[config.mk]
export PLATFORM = sky130hd
export DESIGN_NAME = sg_offset_locator
export DESIGN_NICKNAME = d
export VERILOG_FILES = /design/src/rtl/sgl_pkg.sv /design/src/rtl/sgl_addr_gen.sv /design/src/rtl/sgl_entry_eval.sv /design/src/rtl/sg_offset_locator.sv
export SDC_FILE = /design/constraint.sdc
export NUM_CORES = 1
export LEC_CHECK = 0
export ABC_AREA = 1
export CELL_PAD_IN_SITES_DETAIL_PLACEMENT = 1
export CELL_PAD_IN_SITES_GLOBAL_PLACEMENT = 2
export CORE_ASPECT_RATIO = 0.5
export CORE_MARGIN = 4
export CORE_UTILIZATION = 28
export CTS_CLUSTER_SIZE = 20
export DETAILED_ROUTE_END_ITERATION = 7
export PLACE_DENSITY_LB_ADDON = 0.1
export SLEW_MARGIN = 30
export SYNTH_ARGS = -nofsm -noshare
export SYNTH_HDL_FRONTEND = slang
export SYNTH_SLANG_ARGS = --single-unit
[constraint.sdc]
create_clock -name clk -period 6.5 [get_ports clk]
set_input_delay 0.65 -clock clk [delete_from_list [all_inputs] [get_ports clk]]
set_output_delay 0.65 -clock clk [all_outputs]
set_load 0.02 [all_outputs]
[src/rtl/sgl_pkg.sv]
package sgl_pkg;

    localparam int ADDR_W  = 64;
    localparam int LEN_W   = 32;
    localparam int CNT_W   = 16;
    localparam int SIZE_W  = 22;
    localparam int SIZE_LO = 96;
    localparam int ENT_W   = 128;

    typedef enum logic [2:0] {
        ST_IDLE,
        ST_RD,
        ST_EVAL,
        ST_OUT,
        ST_DONE
    } sgl_state_t;

    typedef struct packed {
        logic [ADDR_W-1:0] addr;
        logic [LEN_W-1:0]  len;
        logic              last;
    } sgl_seg_t;

    // Byte count covered by a descriptor: stored size is zero-based.
    function automatic logic [LEN_W-1:0] ent_bytes(input logic [ENT_W-1:0] e);
        return LEN_W'(e[SIZE_LO +: SIZE_W]) + LEN_W'(1);
    endfunction

endpackage

[src/rtl/sgl_addr_gen.sv]
module sgl_addr_gen #(
    parameter int AW        = 64,
    parameter int IW        = 16,
    parameter int TBL_OFS   = 128,
    parameter int ENT_BYTES = 16
) (
    input  logic [AW-1:0] base,
    input  logic [IW-1:0] idx,
    output logic [AW-1:0] addr
);
    localparam int ENT_SH = $clog2(ENT_BYTES);

    always_comb begin
        addr = base + AW'(TBL_OFS) + (AW'(idx) << ENT_SH);
    end
endmodule

[src/rtl/sgl_entry_eval.sv]
module sgl_entry_eval
    import sgl_pkg::*;
#(
    parameter int AW = ADDR_W,
    parameter int LW = LEN_W,
    parameter int EW = ENT_W
) (
    input  logic [EW-1:0] entry,
    input  logic [LW-1:0] run_sum,
    input  logic [LW-1:0] ofs,
    output logic          hit,
    output logic [LW-1:0] next_sum,
    output logic [AW-1:0] trim_addr,
    output logic [LW-1:0] trim_len,
    output logic [AW-1:0] whole_addr,
    output logic [LW-1:0] whole_len
);
    localparam int SW = LW + 1;

    logic [LW-1:0] bytes;
    logic [SW-1:0] limit;
    logic [LW-1:0] pos;

    always_comb begin
        bytes      = ent_bytes(entry);
        limit      = SW'(run_sum) + SW'(bytes);
        hit        = SW'(ofs) <= limit;
        next_sum   = run_sum + bytes;
        pos        = ofs - run_sum;
        whole_addr = entry[AW-1:0];
        whole_len  = bytes;
        trim_addr  = entry[AW-1:0] + AW'(pos);
        trim_len   = bytes - pos;
    end
endmodule

[src/rtl/sg_offset_locator.sv]
module sg_offset_locator
    import sgl_pkg::*;
#(
    parameter int AW        = ADDR_W,
    parameter int LW        = LEN_W,
    parameter int CW        = CNT_W,
    parameter int EW        = ENT_W,
    parameter int OPTS_W    = 32,
    parameter int TBL_OFS   = 128,
    parameter int ENT_BYTES = 16
) (
    input  logic              clk,
    input  logic              rst,
    input  logic              start,
    input  logic [OPTS_W-1:0] opts,
    input  logic [AW-1:0]     tbl_base,
    input  logic [LW-1:0]     offset,
    output logic              busy,
    output logic              rd_en,
    output logic [AW-1:0]     rd_addr,
    input  logic [EW-1:0]     rd_data,
    output logic              seg_valid,
    input  logic              seg_ready,
    output logic [AW-1:0]     seg_addr,
    output logic [LW-1:0]     seg_len,
    output logic              seg_last,
    output logic              done,
    output logic              err
);
    sgl_state_t    state;
    logic [CW-1:0] cnt_q, idx_q;
    logic [LW-1:0] sum_q, ofs_q;
    logic [AW-1:0] base_q;
    logic          found_q, err_q;
    sgl_seg_t      seg_q;

    logic          hit;
    logic [LW-1:0] next_sum, trim_len, whole_len;
    logic [AW-1:0] trim_addr, whole_addr;
    logic          at_end;

    sgl_addr_gen #(
        .AW(AW), .IW(CW), .TBL_OFS(TBL_OFS), .ENT_BYTES(ENT_BYTES)
    ) addr_i (
        .base(base_q), .idx(idx_q), .addr(rd_addr)
    );

    sgl_entry_eval #(.AW(AW), .LW(LW), .EW(EW)) eval_i (
        .entry(rd_data), .run_sum(sum_q), .ofs(ofs_q),
        .hit(hit), .next_sum(next_sum),
        .trim_addr(trim_addr), .trim_len(trim_len),
        .whole_addr(whole_addr), .whole_len(whole_len)
    );

    assign at_end    = (idx_q == cnt_q - CW'(1));
    assign busy      = (state != ST_IDLE);
    assign rd_en     = (state == ST_RD);
    assign seg_valid = (state == ST_OUT);
    assign seg_addr  = seg_q.addr;
    assign seg_len   = seg_q.len;
    assign seg_last  = seg_q.last;
    assign done      = (state == ST_DONE);
    assign err       = (state == ST_DONE) && err_q;

    always_ff @(posedge clk) begin
        if (rst) begin
            state   <= ST_IDLE;
            cnt_q   <= '0;
            idx_q   <= '0;
            sum_q   <= '0;
            ofs_q   <= '0;
            base_q  <= '0;
            found_q <= 1'b0;
            err_q   <= 1'b0;
            seg_q   <= '0;
        end else begin
            case (state)
                ST_IDLE: begin
                    if (start) begin
                        cnt_q   <= opts[OPTS_W-1 -: CW];
                        idx_q   <= '0;
                        sum_q   <= '0;
                        ofs_q   <= offset;
                        base_q  <= tbl_base;
                        found_q <= 1'b0;
                        if (opts[OPTS_W-1 -: CW] == '0) begin
                            err_q <= 1'b1;
                            state <= ST_DONE;
                        end else begin
                            err_q <= 1'b0;
                            state <= ST_RD;
                        end
                    end
                end
                ST_RD: state <= ST_EVAL;
                ST_EVAL: begin
                    if (found_q) begin
                        seg_q <= '{addr: whole_addr, len: whole_len, last: at_end};
                        state <= ST_OUT;
                    end else if (hit) begin
                        found_q <= 1'b1;
                        seg_q   <= '{addr: trim_addr, len: trim_len, last: at_end};
                        state   <= ST_OUT;
                    end else if (at_end) begin
                        err_q <= 1'b1;
                        state <= ST_DONE;
                    end else begin
                        sum_q <= next_sum;
                        idx_q <= idx_q + CW'(1);
                        state <= ST_RD;
                    end
                end
                ST_OUT: begin
                    if (seg_ready) begin
                        if (seg_q.last) begin
                            state <= ST_DONE;
                        end else begin
                            idx_q <= idx_q + CW'(1);
                            state <= ST_RD;
                        end
                    end
                end
                ST_DONE: state <= ST_IDLE;
                default: state <= ST_IDLE;
            endcase
        end
    end
endmodule

==> reports/qor.yml <==
status:
  status: "complete, no violations"
logic_synthesis:
  yosysUniqueCellTypes: 55
  yosys_warnings: 0
  synth_ff_type: "dfxtp_1"
  syn_nets: 4186
  synth-edff-count: 0
  async_flop_share_pct: 0
  yosys.area.top_type: "dfxtp_1"
  synth_seq_cells: 262
  synth.area.top_cells: "dfxtp_1 23%, nand2_1 14%, ha_1 9.7%"
  syn_avg_cell_area_sq_um: 6.128
  ys_seq_area_share_pct: 22.86
  postSynthCellCount: 3744
  syn-cell-area_sq_um: 22940
  synth_top_area_share_pct: 22.86
clock_network:
  clock_sinks: 262
  cts_buffers: 34
  hold_buffers: 0
  clock_latency_ns: 0.57
  cts_setup_buffers: 0
  cts-root-buf: "clkbuf_16"
  cts_tree: "done"
  cts-resized-gates: 0
  htreeDepth: 2
  clk_path_buf_depth: 3
  clkTransAtPathRegs_ns: 0.06
timing:
  maxSlewHeadroom_pct: 37.43
  hold_ws_ns: 0.3740
  finalSetupViolCount: 0
  tightest_slew_ns: 0.9287
  skew_ns: 0.02152
  fmax_mhz: 165.5
  timing.final.ws_setup_ns: 0.4562
  rsz0062_at_grt: "false"
  min_period_ns: 6.044
  setup_tns_ns: 0
  hold_viol_final: 0
  period_share_pct: 92.98
  slew_viol_final: 0
route:
  vias: 25770
  drc: 0
  vias_per_cell: 4.929
  ant_nets: 0
  first_pass_iters: 6
  drt_iter0_markers: 1476
  post_drt_wl_per_cell_um: 20.18
  wl_um: 105500
global_route:
  grt_max_degree: 122
  overflow: 0
  grt_pass1_vias: 26220
  grtUsageTotal_pct: 23.61
  grt_pass1_wl_um: 159300
  antenna_found_initial: 3
setup_path:
  critical_path_class: "in -> reg"
  crit_arrival_ns: 6.52
  crit_fanout: 28
  slowest_delay_ns: 0.51
  crit_buf_inv: 6
  crit_path_end_kind: "register"
  slowest_stage: "clkdlybuf4s50_1"
  required_ns: 6.98
  crit_family: "simple AND/OR/NAND/NOR gates"
  start_kind: "input pin"
  cp_common_cell: "nand3_1"
power:
  powerDensity_nw_per_um2: 670.0
  vdd_ir_drop_max_v: 0.0003148
  cellLeakagePower_nw: 13.04
die:
  ios: 426
  core_sq_um: 80290
  num_rows: 73
  initial_core_util_pct: 28.58
  die_w_um: 412.8
  dieHeight_um: 210.4
  die_area_sq_um: 86870
placed_design:
  port_buffers: 367
  gp_congestion: 0.9028
  place_ws_ns: -0.01750
  dp_cells: 5165
  place_hpwl_um: 85890
layout:
  finalNonFillerCells: 5227
  drive_above_1_share_pct: 5.074
  nets: 4556
  fin_util_pct: 36.55
  multi_input_area_sq_um: 15340
  final_cell_mix: "844 x nand2_1, 543 x nor2_1, 480 x inv_1, 366 x clkdlybuf4s50_1, 281 x o21ai_0"
  seq_area_sq_um: 5246
  layout_commonest_cell: "nand2_1"
  fillers: 10390
  syn_to_final_growth_pct: 27.91
flow_run:
  drv_cap: 0
worst_hold_path:
  hp-class: "in -> reg"
==> worst paths after layout <==
kind | startpoint | to | slack (ns) | cells past startpoint
setup / recovery | rd_data[98] | seg_addr[36] | 0.46 | 32
hold / removal | rst | state[0] | 0.37 | 2
setup reg to reg | ofs_q[0] | seg_addr[49] | 1.13 | 27
hold reg to reg | seg_len[24] | seg_len[24] | 0.47 | 2
==> metrics by stage <==
| step | power [mW] | instance area (sq um) |
|---|---|---|
| 2_1_floorplan | 12.14 | 22940 |
| 3_3_place_gp | 17.45 | 28200 |
| 3_5_place_dp | 17.61 | 28200 |
| 4_1_cts | 19.79 | 29350 |
| 5_1_grt | 21.63 | 29350 |
| 6_report | 19.66 | 29350 |
==> synth_stat cells, types with 3 or more instances <==
cell type	n
nand2_1	845
nor2_1	544
nand3_2	3
buf_4	14
nor4_1	18
a21oi_1	279
a21boi_0	7
nand3_1	196
a21o_1	15
buf_1	6
nor2_4	3
xor2_1	142
fa_1	5
nor2_2	6
and3_1	5
a31oi_1	13
nor3b_1	3
buf_6	6
a211oi_1	3
a31o_2	6
or2_2	18
mux2i_1	5
a21oi_2	14
clkbuf_1	70
o21ai_1	21
o22ai_1	4
nand3b_1	6
dfxtp_1	262
ha_1	177
nor3_2	3
o21ai_0	281
buf_2	15
o21bai_1	13
nand2_2	5
nand4_1	103
nor3_1	71
o31ai_1	3
o21a_1	6
inv_2	4
xnor2_1	38
and2_1	7
inv_1	483
==> layout make-up <==
cell class / count / share of cell area [%]
clock inverters: 16 / 0.5798
clock buffers: 45 / 3.317
repair buffers: 446 / 15.03
multi-input cells: 2882 / 52.29
flip-flops and latches: 262 / 17.88
well taps: 1087 / 4.634
diodes: 1 / 0.008527
inverters: 488 / 6.267
==> flip-flops by register name, summed over array words and instances, names as in the netlist, 3 cells and up <==
register  flops
state         3
base_q       64
sum_q        32
idx_q        16
cnt_q        16
seg_addr     64
ofs_q        32
seg_len      32
==> metal layers <==
| layer | global-route usage (%) | vias to the layer above | share of wire (%) |
|---|---|---|---|
| met3 | 3.445 | 83 | 4.2 |
| met1 | 33.76 | 12340 | 50 |
| met2 | 38.04 | 410 | 44 |
| li1 | - | 12930 | - |
| met4 | 4.253 | 2 | 1.7 |
| met5 | 0 | - | 0.012 |
==> kinds of logic after synthesis <==
family                     synth area share [%]
AOI/OAI and AO/OA                         15.61
xor gates and xnor gates                  6.871
adders and majority gates                 10.09
buffers and inverters                     10.33
DFF                                       22.86
muxes                                    0.2181
and+or+nand+nor                           34.02
==> where the power goes <==
group	leakage [nW]	internal [mW]	switching (mW)
combinational	10.3	5.04	9.97
clock	0.555	1.15	0.875
sequential	2.15	2.13	0.495
Power figures use the tool's default switching activity.
